**config.mk**
```make
export PLATFORM = sky130hd
export DESIGN_NAME = dtmf_digit_latch
export DESIGN_NICKNAME = d
export VERILOG_FILES = /design/src/rtl/dtmf_pkg.sv /design/src/rtl/dtmf_key_encoder.sv /design/src/rtl/dtmf_code_store.sv /design/src/rtl/dtmf_bus_drive.sv /design/src/rtl/dtmf_digit_latch.sv
export SDC_FILE = /design/constraint.sdc
export NUM_CORES = 1
export LEC_CHECK = 0
export ABC_AREA = 1
export BUFFER_PORTS_ARGS = -buffer_cell sky130_fd_sc_hd__buf_2
export CAP_MARGIN = 10
export CORE_AREA = 2 2 39 41
export CTS_BUF_LIST = sky130_fd_sc_hd__clkbuf_8
export DETAILED_ROUTE_END_ITERATION = 12
export DIE_AREA = 0 0 41 43
export GPL_TIMING_DRIVEN = 0
export HOLD_SLACK_MARGIN = 0.1
export PLACE_DENSITY = 0.56
export RECOVER_POWER = 100
export SLEW_MARGIN = 20
export SYNTH_ARGS = -nofsm -noshare
export SYNTH_HDL_FRONTEND = slang
export SYNTH_HIERARCHICAL = 1
export SYNTH_SLANG_ARGS = --single-unit
export TNS_END_PERCENT = 1
```
**constraint.sdc**
```tcl
create_clock -name clk -period 1.28 [get_ports clk]
set_clock_uncertainty 0.1 [all_clocks]
set_input_delay 0.064 -clock clk [delete_from_list [all_inputs] [get_ports clk]]
set_output_delay 0.064 -clock clk [all_outputs]
set_load 0.02 [all_outputs]
```
**src/rtl/dtmf_pkg.sv**
```systemverilog
package dtmf_pkg;
  localparam int IDX_W  = 2;
  localparam int CODE_W = 4;
  localparam int N_COLS = 1 << IDX_W;
  localparam int EXT_COL = N_COLS - 1;

  typedef logic [IDX_W-1:0]  idx_t;
  typedef logic [CODE_W-1:0] code_t;

  // Extended characters occupy the highest-frequency column.
  function automatic logic is_extended(input idx_t col);
    return (int'(col) == EXT_COL);
  endfunction

  // Row/column pair to character code.
  function automatic code_t key_code(input idx_t row, input idx_t col);
    code_t res;
    if (is_extended(col)) begin
      // A,B,C -> 13,14,15 ; D wraps to 0
      res = code_t'(13 + int'(row));
    end else if (int'(row) < 3) begin
      res = code_t'(int'(row) * 3 + int'(col) + 1);
    end else begin
      case (col)
        idx_t'(0): res = code_t'(11); // star
        idx_t'(1): res = code_t'(10); // zero
        default:   res = code_t'(12); // hash
      endcase
    end
    return res;
  endfunction
endpackage

```
**src/rtl/dtmf_key_encoder.sv**
```systemverilog
module dtmf_key_encoder
  import dtmf_pkg::*;
(
  input  idx_t  row_idx,
  input  idx_t  col_idx,
  output code_t code,
  output logic  ext_key
);
  always_comb begin
    code    = key_code(row_idx, col_idx);
    ext_key = is_extended(col_idx);
  end
endmodule

```
**src/rtl/dtmf_code_store.sv**
```systemverilog
module dtmf_code_store
  import dtmf_pkg::*;
(
  input  logic  clk,
  input  logic  rst_n,
  input  logic  reg_stb,
  input  logic  inhibit,
  input  code_t code_in,
  input  logic  ext_key,
  output code_t latch_q,
  output logic  accepted
);
  logic blocked;
  logic load_fire;

  assign blocked   = inhibit & ext_key;
  assign load_fire = reg_stb & ~blocked;

  always_ff @(posedge clk or negedge rst_n) begin
    if (!rst_n) begin
      latch_q  <= '0;
      accepted <= 1'b0;
    end else begin
      accepted <= load_fire;
      if (load_fire) latch_q <= code_in;
    end
  end

  AST_HOLD_WITHOUT_STB: assert property (@(posedge clk) disable iff (!rst_n)
    !reg_stb |=> $stable(latch_q));
  AST_INHIBIT_BLOCKS_EXT: assert property (@(posedge clk) disable iff (!rst_n)
    (reg_stb && inhibit && ext_key) |=> ($stable(latch_q) && !accepted));
  AST_LOAD_TAKES_CODE: assert property (@(posedge clk) disable iff (!rst_n)
    load_fire |=> (accepted && latch_q == $past(code_in)));
  AST_ACCEPT_NEEDS_STB: assert property (@(posedge clk) disable iff (!rst_n)
    accepted |-> $past(reg_stb));
  AST_RESET_CLEARS: assert property (@(posedge clk)
    !rst_n |=> (latch_q == '0 && !accepted));
endmodule

```
**src/rtl/dtmf_bus_drive.sv**
```systemverilog
module dtmf_bus_drive
  import dtmf_pkg::*;
(
  input  logic  out_en,
  input  code_t latch_q,
  output code_t data_q,
  output code_t data_oe
);
  for (genvar b = 0; b < CODE_W; b++) begin : g_bit
    assign data_q[b]  = latch_q[b];
    assign data_oe[b] = out_en;
  end

  always_comb begin
    if (!out_en) AST_RELEASED: assert (data_oe == '0);
  end
endmodule

```
**src/rtl/dtmf_digit_latch.sv**
```systemverilog
module dtmf_digit_latch
  import dtmf_pkg::*;
(
  input  logic             clk,
  input  logic             rst_n,
  input  logic [IDX_W-1:0] row_idx,
  input  logic [IDX_W-1:0] col_idx,
  input  logic             reg_stb,
  input  logic             inhibit,
  input  logic             out_en,
  output logic [CODE_W-1:0] data_q,
  output logic [CODE_W-1:0] data_oe,
  output logic             accepted
);
  code_t enc_code;
  logic  enc_ext;
  code_t latch_q;

  dtmf_key_encoder u_enc (
    .row_idx(row_idx), .col_idx(col_idx), .code(enc_code), .ext_key(enc_ext)
  );

  dtmf_code_store u_store (
    .clk(clk), .rst_n(rst_n), .reg_stb(reg_stb), .inhibit(inhibit),
    .code_in(enc_code), .ext_key(enc_ext), .latch_q(latch_q), .accepted(accepted)
  );

  dtmf_bus_drive u_bus (
    .out_en(out_en), .latch_q(latch_q), .data_q(data_q), .data_oe(data_oe)
  );
endmodule

```
Word-level counts from Yosys, hierarchy flattened
Cells that the tools add are included.
{ "classes": {"add_sub_neg": 3, "n_reduce_logical": 1, "magnitude_cmp": 1, "muxes": 3, "n_eq_ne": 2, "n_mul": 1, "bitwise": 3} }
{ "ops": {"columns": ["operator", "count"], "rows": [
  ["$mux 4", 2],
  ["$pmux 3 s2", 1],
  ["$add 4x2->4 const A", 1],
  ["$add 4x2->4 const B", 1],
  ["$add 4x3->4", 1],
  ["$eq 2x1->1 const B", 2],
  ["$mul 2x2->4 const B", 1],
  ["$and 1x1->1", 2],
  ["$logic_not 2->1", 1],
  ["$lt 2x2->1 const B", 1],
  ["$not 1->1", 1]
]} }
{ "totals": {"register_bits": 5, "word_cells": 16} }

Logic depth before layout (Yosys ltp)
Gate-level depths: netlist of the first run.
{ "logic_depth": {"word_depth": 5, "depth_mapped": 10} }

Hierarchy
Netlist of the first run, hierarchy kept.
{ "by_module_without_submodules": {"columns": ["mod", "cells_each", "n_inst", "area_each_um2", "seq_area_each_um2"], "rows": [
  ["dtmf_key_encoder", 34, 1, 210.2, 0.0],
  ["dtmf_code_store", 20, 1, 191.4, 125.1],
  ["dtmf_bus_drive", 8, 1, 60.1, 0.0]
]} }

Worst setup path after synthesis of the first run
OpenSTA, ideal clock, no wires.
{ "synth_path": {"path_type": "in2reg", "from": "input port row_idx[0]", "to": "register u_store.latch_q[1]", "path_buffers": 0, "slack_ns": -0.280, "stages": 6, "required_time_ns": 1.115, "arrival_ns": 1.395, "cell_sequence": "fa_1 -> fa_1 -> nand2_1 -> a21oi_1 -> nand3_1 -> nand2_1"} }
{ "synth_between": {"elab_chain_len": 5, "elab_cells_between_ends": 7, "cone_classes": "3 x add/sub; 1 x mul; 1 x order compare; 2 x mux"} }
{ "synth_lines": {"columns": ["item", "line_no", "text"], "rows": [
  ["from (decl)", "dtmf_digit_latch.sv:6", "input logic [IDX_W-1:0] row_idx,"],
  ["$mul 2x2->4", "dtmf_pkg.sv:22", "res = code_t'(int'(row) * 3 + int'(col) + 1);"],
  ["$add 4x3->4", "dtmf_pkg.sv:22", null],
  ["$add 4x2->4", "dtmf_pkg.sv:22", null],
  ["$mux 4", "dtmf_pkg.sv:21", "end else if (int'(row) < 3) begin"],
  ["$mux 4 *", "dtmf_pkg.sv:18", "if (is_extended(col)) begin"],
  ["net enc_code[1]", "dtmf_digit_latch.sv:15", "code_t enc_code;"],
  ["to (signal assigned)", "dtmf_code_store.sv:25", "if (load_fire) latch_q <= code_in;"],
  ["to (decl)", "dtmf_code_store.sv:10", "output code_t latch_q,"]
]} }
The timed path passes the listed nets; every way through them passes the cells marked *.
A chain may end at the register's enable or synchronous reset.

Final worst setup path of the first run
{ "layout_path": {"from": "input port row_idx[1]", "to": "register u_store.latch_q[1]"} }
Same word-level chain as after synthesis.

==> run summary, run 1 <==
## Outcome
- status: finished, violations left
- violated checks: negative setup slack

## Place
- pre-CTS WS: -520.9 ps
- placer's final routability congestion estimate: 0.7230
- Placed Instances: 94
- Detail Placement HPWL: 724.8 um
- count of buffers inserted at the top-level ports: 16

## Floorplanning
- Boundary Pins: 18
- height of the die: 43 um
- Core ar.: 1384 sq um
- Rows: 14
- DIE AREA: 1763 sq um
- Die X-Extent: 41 um
- Initial Utilization: 33.36%

## Setup path
- critical-path maximum fanout: 2
- critical setup path kind: input port to register
- required time worst endpoint: 1340 ps
- sort of element at the end of the critical path: register
- Critical Path Source Type: input port
- longest individual stage delay on the worst path: 550 ps
- CP cell instances: buf_8 > fa_1 > fa_2 > nand2_2 > a21oi_2 > nand3_1 > nand2_1
- Worst path slowest cell: sky130_fd_sc_hd__fa_2
- worst path arrival time: 1510 ps
- buffers plus inverters on the worst setup path: 1
- family with the most delay on the worst path: adder cells

## Synth
- number of standard cells after synthesis: 62
- Yosys warnings: 6
- most used standard cells in the synthesized netlist: sky130_fd_sc_hd__nand2_1, sky130_fd_sc_hd__buf_4, sky130_fd_sc_hd__inv_1, sky130_fd_sc_hd__nand3_1, sky130_fd_sc_hd__dfrtp_1
- primary flip-flop cell chosen by synthesis mapping: sky130_fd_sc_hd__dfrtp_1
- Seq/Total Area, Yosys: 27.10%
- post-synthesis instance area: 461.7 sq um
- library cell with the highest instance count after synthesis: sky130_fd_sc_hd__nand2_1
- number of nets in the synthesized netlist: 77
- most area-hungry cell type in the Yosys netlist: sky130_fd_sc_hd__dfrtp_1
- number of enable flip-flop cells after synthesis: 0
- largest cells by area after synthesis: sky130_fd_sc_hd__dfrtp_1, sky130_fd_sc_hd__nand2_1, sky130_fd_sc_hd__buf_4
- number of distinct library cell variants in the gate-level netlist after synthesis: 13
- average footprint of a synthesized cell: 7.447 sq um
- FF+latch count, synth: 5
- Synth top area share: 27.10%
- fraction of registers with async set/reset: 100.0%

## Route
- average wire per cell in the routed design: 8.587 um
- first drt pass iteration count: 4
- vias: 439
- post-route DRC violation count: 0
- via-per-instance ratio: 4.221
- Total Wirelength: 893 um
- number of violations reported at the end of detailed-routing iteration 0: 3
- remaining number of nets flagged by the antenna check after routing: 0

## STA
- Final Max Slew Viols: 0
- RSZ-0062 raised after global routing: true
- max-slew headroom at the worst pin: 83.12%
- Min Clock Period, post-route: 1457 ps
- worst-case setup margin in the final layout: -176.9 ps
- measured slew at the worst slew-check pin: 254.2 ps
- Fmax achieved: 686.4 MHz
- number of endpoints with negative hold slack in the final report: 0
- total setup violations reported at the end of the flow: 3
- Tcrit/Tclk final: 113.8%

## Layout
- NumNets Final: 104
- final-layout fill cell count: 148
- share of layout cells above drive strength 1: 34.09%
- utilization after layout: 49.55%
- area of the multi-input gates: 266.5 sq um
- count of antenna diodes in the layout: 0
- count of non-filler cells in the finished layout: 104
- Area growth, synth to finish: 48.51%
- area used by sequential logic in the layout: 125.1 sq um

## Global routing
- wire length of the first global-routing pass: 1656 um
- via count of the first global-routing pass: 467
- number of antenna violations at the first check in global routing: 0
- largest net degree at the start of global routing: 6
- Overall Global Routing Usage: 13.77%
- total grt overflow: 0

## Flow run
- max-capacitance violation count: 0

## Power and ir drop
- Static Leak: 0.0003722 uW
- Flop pwr share: 26.0%
- fraction of power consumed by combinational cells: 36.0%
- largest voltage drop on the vdd net: 0.3697 mV
- net switching fraction of the power: 31.19%
- part of the total power dissipated in the clock network: 38.0%
- power density over cell area: 1088 nW/um^2
- Net Sw Power: 232.6 uW
- internal power: 513.3 uW
- sum of internal, switching and leakage power: 746.0 uW

## Clock network
- post-CTS clock slew at the launch and capture registers of the worst setup and hold paths: 30 ps
- CTS tree: yes
- CTS H-tree depth: 1
- clock latency of the later-clocked register in the worst-skew pair: 220 ps
- CTS sink count: 5
- number of buffers on the longest clock path: 2
- clock buffers created by TritonCTS: 3
- Root Driver: sky130_fd_sc_hd__clkbuf_8

## Worst hold path
- Min-Delay Path Class: input port to register

placed cells by master, fill, tap and decap left out, types with 2 or more instances in the layout:
cell and count:
sky130_fd_sc_hd__nand2_1 19, sky130_fd_sc_hd__clkbuf_1 9, sky130_fd_sc_hd__buf_4 9, sky130_fd_sc_hd__inv_1 7, sky130_fd_sc_hd__dlygate4sd3_1 5, sky130_fd_sc_hd__buf_2 5, sky130_fd_sc_hd__nand2_2 5, sky130_fd_sc_hd__nand3_1 5
sky130_fd_sc_hd__dfrtp_1 5, sky130_fd_sc_hd__ha_1 4, sky130_fd_sc_hd__clkbuf_8 3, sky130_fd_sc_hd__nor2_2 2, sky130_fd_sc_hd__nor2_1 2
cell families after synthesis:
| family | synth area share [%] |
|---|---|
| AOI/OAI and AO/OA | 2.710 |
| DFF | 27.10 |
| and+or+nand+nor | 31.98 |
| adders and majority gates | 19.51 |
| buffers and inverters | 18.70 |
power by group through the flow:
| stage | Sequential (uW) | Combinational, uW | Clock, uW |
|---|---|---|---|
| after floorplan | 196 | 177 | 0 |
| after global placement | 195 | 244 | 0 |
| after detailed placement | 196 | 247 | 0 |
| after CTS | 195 | 275 | 288 |
| after global routing | 198 | 308 | 299 |
| final | 194 | 269 | 283 |
repair_timing:
item                                   4_1_cts  5_1_grt
endpoints found under the hold margin       10        0
hold buffers                                 5        0
resized for setup                            8        2
setup endpoints to repair                    3        3
setup buffers                                1        0
pin swaps                                    6        1
layer usage:
metal  GRT usage, %  share of wire [%]  wire (um)
met3          3.665                6.6         59
met1          12.26                 38        335
met5              0                  0          0
met2          25.00                 53        476
met4          8.000                2.4         21
worst min-delay path, cell delays in order:
cell	delay, ps
sky130_fd_sc_hd__buf_2	120
sky130_fd_sc_hd__nor2_2	60
sky130_fd_sc_hd__nand2_1	50
sky130_fd_sc_hd__o211ai_1	70
sky130_fd_sc_hd__nand3_1	80
sky130_fd_sc_hd__nand2_1	50
worst paths after layout:
path                                                  end  slack, ps  cells after the start                           start
min reg2reg                u_store/latch_q[3]$_DFFE_PN0P_        360                      2  u_store/latch_q[3]$_DFFE_PN0P_
max                        u_store/latch_q[1]$_DFFE_PN0P_       -180                      7                      row_idx[1]
min                        u_store/latch_q[0]$_DFFE_PN0P_        220                      6                      col_idx[1]
max in group asynchronous  u_store/latch_q[1]$_DFFE_PN0P_        240                      3                           rst_n
max reg2reg                u_store/latch_q[1]$_DFFE_PN0P_        580                      2  u_store/latch_q[1]$_DFFE_PN0P_
min in group asynchronous      u_store/accepted$_DFF_PN0_        650                      3                           rst_n
state kept, by name, summed over array words and instances, names as in the netlist:
signal,cells
u_store/accepted,1
u_store/latch_q,4
layout make-up:
class | instances | share of cell area (%)
Tap cell | 16 | 2.920
Sequential cell | 5 | 18.25
Multi-Input combinational cell | 42 | 38.87
Clock inverter | 1 | 0.5474
Timing Repair Buffer | 22 | 20.80
Clock buffer | 3 | 6.022
Buffer | 8 | 8.759
Inverter | 7 | 3.832
per-stage QoR:
stage	setup TNS (ps)	hold WS (ps)	instance area [sq um]
global route	-683.3	270.3	685.7
finish	-413.7	219.4	685.7
detailed placement	-1434	-216.9	561.8
floorplan	-719.1	-331.6	461.7
CTS	-468.1	229.2	689.4
global placement	-1408	-217.8	561.8
No activity file was read; power rests on OpenSTA's default activity.
==> inputs of run 2 (changes only) <==
Settings changed: ABC_CLOCK_PERIOD_IN_PS set to 1280, SETUP_SLACK_MARGIN set to 0.5.
==> run summary, run 2 (same netlist as run 1, synthesis figures left out) <==
## Layout
- top flop regs: u_store/latch_q: 4 flops, u_store/accepted: 1 flops, unchanged
- max reg flops: 4, unchanged
- NumNets Final: 100, was 104
- top register by number of flip-flops: u_store/latch_q, unchanged
- most frequent standard cell in the layout excluding fill and tap cells: sky130_fd_sc_hd__nand2_1, unchanged
- utilization after layout: 50.72%, was 49.55%
- Area growth, synth to finish: 52.03%, was 48.51%
- share of layout cells above drive strength 1: 36.90%, was 34.09%
- count of non-filler cells in the finished layout: 100, was 104
- count of antenna diodes in the layout: 0, unchanged
- commonest non-fill, non-tap cells in the layout: sky130_fd_sc_hd__nand2_1, sky130_fd_sc_hd__inv_1, sky130_fd_sc_hd__clkbuf_1, was sky130_fd_sc_hd__nand2_1, sky130_fd_sc_hd__clkbuf_1, sky130_fd_sc_hd__buf_4

## Route
- average wire per cell in the routed design: 8.930 um, was 8.587 um
- post-route DRC violation count: 0, unchanged
- via-per-instance ratio: 4.370, was 4.221
- first drt pass iteration count: 4, unchanged
- Total Wirelength: 893 um, unchanged
- vias: 437, was 439
- number of violations reported at the end of detailed-routing iteration 0: 5, was 3
- remaining number of nets flagged by the antenna check after routing: 0, unchanged

## Power and ir drop
- fraction of power consumed by combinational cells: 39.1%, was 36.0%
- net switching fraction of the power: 30.38%, was 31.19%
- part of the total power dissipated in the clock network: 36.0%, was 38.0%
- Static Leak: 0.0003674 uW, was 0.0003722 uW
- largest voltage drop on the vdd net: 0.3752 mV, was 0.3697 mV
- Net Sw Power: 237.4 uW, was 232.6 uW
- power density over cell area: 1113 nW/um^2, was 1088 nW/um^2
- Flop pwr share: 24.9%, was 26.0%
- internal power: 544.1 uW, was 513.3 uW

## Place
- count of buffers inserted at the top-level ports: 16, unchanged
- Placed Instances: 94, unchanged
- placer's final routability congestion estimate: 0.7230, unchanged
- Detail Placement HPWL: 724.8 um, unchanged

## Clock network
- clock latency of the later-clocked register in the worst-skew pair: 220 ps, about the same
- CTS sink count: 5, unchanged
- CTS tree: yes, unchanged
- clock buffers created by TritonCTS: 3, unchanged
- hold buffer count at cts: 1, was 5
- CTS H-tree depth: 1, unchanged
- post-CTS clock slew at the launch and capture registers of the worst setup and hold paths: 30 ps, about the same
- Root Driver: sky130_fd_sc_hd__clkbuf_8, unchanged
- number of buffers on the longest clock path: 2, unchanged

## STA
- total setup violations reported at the end of the flow: 3, unchanged
- Fmax achieved: 688.6 MHz, was 686.4 MHz
- Tcrit/Tclk final: 113.5%, was 113.8%
- measured slew at the worst slew-check pin: 257.7 ps, was 254.2 ps
- max-slew headroom at the worst pin: 82.82%, was 83.12%
- Final Max Slew Viols: 0, unchanged
- number of endpoints with negative hold slack in the final report: 0, unchanged
- RSZ-0062 raised after global routing: true, unchanged
- Min Clock Period, post-route: 1452 ps, was 1457 ps
- worst-case setup margin in the final layout: -172.2 ps, was -176.9 ps
- final-layout setup total negative slack: -412.5 ps, was -413.7 ps

## Outcome
- status: finished, violations left, unchanged
- violated checks: negative setup slack, unchanged

## Global routing
- number of antenna violations at the first check in global routing: 0, unchanged
- total grt overflow: 0, unchanged
- wire length of the first global-routing pass: 1614 um, was 1656 um
- largest net degree at the start of global routing: 6, unchanged
- via count of the first global-routing pass: 444, was 467
- Overall Global Routing Usage: 13.47%, was 13.77%

## Floorplanning
- DIE AREA: 1763 sq um, unchanged
- Initial Utilization: 33.36%, unchanged
- Boundary Pins: 18, unchanged
- Die X-Extent: 41 um, unchanged
- Core ar.: 1384 sq um, unchanged
- height of the die: 43 um, unchanged
- Rows: 14, unchanged

## Worst hold path
- Min-Delay Path Class: input port to register, unchanged

## Setup path
- critical-path maximum fanout: 2, unchanged
- required time worst endpoint: 1340 ps, about the same
- worst path arrival time: 1510 ps, about the same
- Critical Path Source Type: input port, unchanged
- sort of element at the end of the critical path: register, unchanged
- critical setup path kind: input port to register, unchanged
- reg-to-reg setup timing slack: 580 ps, about the same

## Flow run
- max-capacitance violation count: 0, unchanged

run 2: worst paths after layout:
kind | from | endpoint | cells after the start
max | row_idx[1] | u_store/latch_q[1]$_DFFE_PN0P_ | 7
max reg2reg | u_store/latch_q[1]$_DFFE_PN0P_ | u_store/latch_q[1]$_DFFE_PN0P_ | 2
min in group asynchronous | rst_n | u_store/accepted$_DFF_PN0_ | 2
min reg2reg | u_store/latch_q[3]$_DFFE_PN0P_ | u_store/latch_q[3]$_DFFE_PN0P_ | 2
max in group asynchronous | rst_n | u_store/latch_q[1]$_DFFE_PN0P_ | 2
min | reg_stb | u_store/latch_q[3]$_DFFE_PN0P_ | 3
run 2: routing by layer:
layer	up-vias	GRT usage, %	share of wire (%)
li1	229	-	-
met1	191	12.26	37
met2	14	24.06	54
met3	3	3.665	5.9
met4	0	8.000	2.4
met5	-	0	0
run 2: repair_timing:
item	4_1_cts	5_1_grt
endpoints found under the setup margin	9	9
pin swaps	6	1
endpoints found under the hold margin	10	5
resized for setup	26	3
buffers inserted	1	0
run 2: critical path: stages:
cell                      delay (ps)
sky130_fd_sc_hd__buf_8           100
sky130_fd_sc_hd__fa_1            510
sky130_fd_sc_hd__fa_2            550
sky130_fd_sc_hd__nand2_2          50
sky130_fd_sc_hd__a21oi_2         110
sky130_fd_sc_hd__nand3_1          70
sky130_fd_sc_hd__nand2_1          60
run 2: layout make-up:
type	instances	area [sq um]
Buffer	8	70.07
Inverter	7	28.78
Clock buffer	3	41.29
Tap cell	16	20.02
Multi-Input combinational cell	42	279.0
Fill cell	141	681.9
Sequential cell	5	125.1
Timing Repair Buffer	18	133.9
Clock inverter	1	3.754
run 2: metrics by stage:
stage	setup WS (ps)	hold WS (ps)	instance area, sq um	power, uW
floorplan	-280.4	-331.6	461.7	372.8
finish	-172.2	36.65	701.9	781.4
CTS	-182.6	37.74	710.7	805.0
detailed placement	-520.9	-216.9	561.8	443.9
global placement	-505.3	-217.8	561.8	439.6
global route	-243.6	51.13	701.9	842.3
run 2: power groups by stage:
stage	combinational, uW	sequential, uW	clock [uW]
global route	344	198	300
floorplan	177	196	0
CTS	318	199	288
global placement	244	195	0
detailed placement	247	196	0
finish	305	194	282
==> inputs of run 3 (changes only) <==
Settings changed: ABC_CLOCK_PERIOD_IN_PS 1280 to 1300, CTS_CLUSTER_SIZE set to 20, PLACE_DENSITY 0.56 to 0.58.
Clock period 1.28 ns to 1.3 ns, I/O delays scaled along.
==> run summary, run 3 (same netlist as run 1, synthesis figures left out) <==
## Layout
- utilization after layout: 49.55%, was 50.72%
- commonest non-fill, non-tap cells in the layout: sky130_fd_sc_hd__nand2_1, sky130_fd_sc_hd__inv_1, sky130_fd_sc_hd__clkbuf_1, sky130_fd_sc_hd__nand3_1, was sky130_fd_sc_hd__nand2_1, sky130_fd_sc_hd__inv_1, sky130_fd_sc_hd__clkbuf_1
- share of layout cells above drive strength 1: 34.52%, was 36.90%
- area used by sequential logic in the layout: 125.1 sq um, unchanged
- count of antenna diodes in the layout: 0, unchanged
- max reg flops: 4, unchanged
- NumNets Final: 100, unchanged
- area of the multi-input gates: 261.5 sq um, was 279.0 sq um
- most frequent standard cell in the layout excluding fill and tap cells: sky130_fd_sc_hd__nand2_1, unchanged
- Area growth, synth to finish: 48.51%, was 52.03%
- top register by number of flip-flops: u_store/latch_q, unchanged
- top flop regs: u_store/latch_q: 4 flops, u_store/accepted: 1 flops, unchanged
- final-layout fill cell count: 145, was 141

## Clock network
- Root Driver: sky130_fd_sc_hd__clkbuf_8, unchanged
- number of buffers on the longest clock path: 2, unchanged
- CTS H-tree depth: 1, unchanged
- clock buffers created by TritonCTS: 3, unchanged
- clock latency of the later-clocked register in the worst-skew pair: 220 ps, about the same
- hold buffer count at cts: 1, unchanged
- CTS tree: yes, unchanged
- CTS sink count: 5, unchanged
- post-CTS clock slew at the launch and capture registers of the worst setup and hold paths: 40 ps, was 30 ps

## STA
- Final Max Slew Viols: 0, unchanged
- WHS: 37.12 ps, was 36.65 ps
- measured slew at the worst slew-check pin: 269.5 ps, was 257.7 ps
- RSZ-0062 raised after global routing: true, unchanged
- Tcrit/Tclk final: 112.2%
- Fmax achieved: 685.4 MHz
- total setup violations reported at the end of the flow: 3, unchanged
- number of endpoints with negative hold slack in the final report: 0, unchanged
- Min Clock Period, post-route: 1459 ps
- worst-case setup margin in the final layout: -159.1 ps, was -172.2 ps
- max-slew headroom at the worst pin: 82.04%, was 82.82%

## Outcome
- violated checks: negative setup slack, unchanged
- status: finished, violations left, unchanged

## Floorplanning
- DIE AREA: 1763 sq um, unchanged
- Boundary Pins: 18, unchanged
- Initial Utilization: 33.36%, unchanged
- Die X-Extent: 41 um, unchanged
- Core ar.: 1384 sq um, unchanged
- Rows: 14, unchanged
- height of the die: 43 um, unchanged

## Place
- placer's final routability congestion estimate: 0.6958, was 0.7230
- Detail Placement HPWL: 689.4 um, was 724.8 um
- count of buffers inserted at the top-level ports: 16, unchanged

## Setup path
- critical setup path kind: input port to register, unchanged
- required time worst endpoint: 1360 ps, was 1340 ps
- critical-path maximum fanout: 4, was 2
- sort of element at the end of the critical path: register, unchanged
- Critical Path Source Type: input port, unchanged
- worst path arrival time: 1520 ps, was 1510 ps

## Power and ir drop
- largest voltage drop on the vdd net: 0.5094 mV, was 0.3752 mV
- Static Leak: 0.0003629 uW, was 0.0003674 uW
- power density over cell area: 1118 nW/um^2, was 1113 nW/um^2

## Route
- first drt pass iteration count: 4, unchanged
- top layer in use: met4, unchanged
- Total Wirelength: 868 um, was 893 um
- number of violations reported at the end of detailed-routing iteration 0: 1, was 5
- remaining number of nets flagged by the antenna check after routing: 0, unchanged
- post-route DRC violation count: 0, unchanged
- average wire per cell in the routed design: 8.680 um, was 8.930 um
- vias: 438, was 437
- Met3 Routed Length: 35 um, was 53 um
- metal1 wirelength: 333 um, was 332 um
- met2 routed WL: 479 um, was 486 um
- via-per-instance ratio: 4.380, was 4.370

## Global routing
- Overall Global Routing Usage: 13.21%, was 13.47%
- via count of the first global-routing pass: 431, was 444
- wire length of the first global-routing pass: 1573 um, was 1614 um
- total grt overflow: 0, unchanged
- largest net degree at the start of global routing: 6, unchanged
- number of antenna violations at the first check in global routing: 0, unchanged

## Worst hold path
- Min-Delay Path Class: input port to register, unchanged

## Flow run
- max-capacitance violation count: 0, unchanged

## run 3: through the flow
stage / area (sq um) / power, uW / std cells / setup slack (ps) / TNS, ps
after CTS: 691.9 / 788.6 / 100 / -163.5 / -379.6
after floorplan: 461.7 / 367.1 / 62 / -261.4 / -662.1
after detailed placement: 561.8 / 436.6 / 94 / -475.4 / -1345
after global placement: 561.8 / 432.3 / 94 / -467.4 / -1303
final: 685.7 / 766.3 / 100 / -159.1 / -384.7
after global routing: 685.7 / 820.8 / 100 / -209.2 / -567.2
## run 3: routing by layer
| metal | GRT usage, % | vias to the layer above |
|---|---|---|
| li1 | - | 231 |
| met1 | 11.73 | 194 |
| met2 | 23.75 | 11 |
| met3 | 3.665 | 2 |
| met4 | 8.000 | 0 |
| met5 | 0 | - |
## run 3: layout make-up
type / instances / share of cell area, %
Timing Repair Buffer: 18 / 19.71
Tap cell: 16 / 2.920
Inverter: 7 / 4.197
Multi-Input combinational cell: 42 / 38.14
Sequential cell: 5 / 18.25
Clock buffer: 3 / 6.022
Clock inverter: 1 / 0.5474
Buffer: 8 / 10.22
## run 3: power by group
group | switching, uW | internal (uW) | leakage (uW)
clock | 80.5 | 203 | 0.0000269
combinational | 142 | 150 | 0.000275
sequential | 10.5 | 180 | 0.0000611
## run 3: worst max-delay path: stages
cell	delay, ps
sky130_fd_sc_hd__buf_8	100
sky130_fd_sc_hd__fa_1	520
sky130_fd_sc_hd__fa_2	550
sky130_fd_sc_hd__nand2_2	50
sky130_fd_sc_hd__a21oi_2	100
sky130_fd_sc_hd__nand3_1	70
sky130_fd_sc_hd__nand2_1	60
## run 3: path summary, 6_finish.rpt
path	startpoint	endpoint	slack [ps]	depth (start not counted)
min in group asynchronous	rst_n	u_store/latch_q[2]$_DFFE_PN0P_	120	2
worst max-delay path	row_idx[0]	u_store/latch_q[1]$_DFFE_PN0P_	-160	7
worst min-delay path	reg_stb	u_store/latch_q[2]$_DFFE_PN0P_	40	3
worst max register to register	u_store/latch_q[1]$_DFFE_PN0P_	u_store/latch_q[1]$_DFFE_PN0P_	610	2
worst min register to register	u_store/latch_q[2]$_DFFE_PN0P_	u_store/latch_q[2]$_DFFE_PN0P_	360	2
max in group asynchronous	rst_n	u_store/latch_q[1]$_DFFE_PN0P_	770	2
## run 3: timing repair
| action | 4_1_cts | 5_1_grt |
|---|---|---|
| gates resized for setup | 22 | 4 |
| cloned | 0 | 0 |
| hold endpoints to repair | 10 | 5 |
| endpoints found under the setup margin | 9 | 9 |
| pin swaps | 8 | 1 |
| buffers inserted | 1 | 0 |
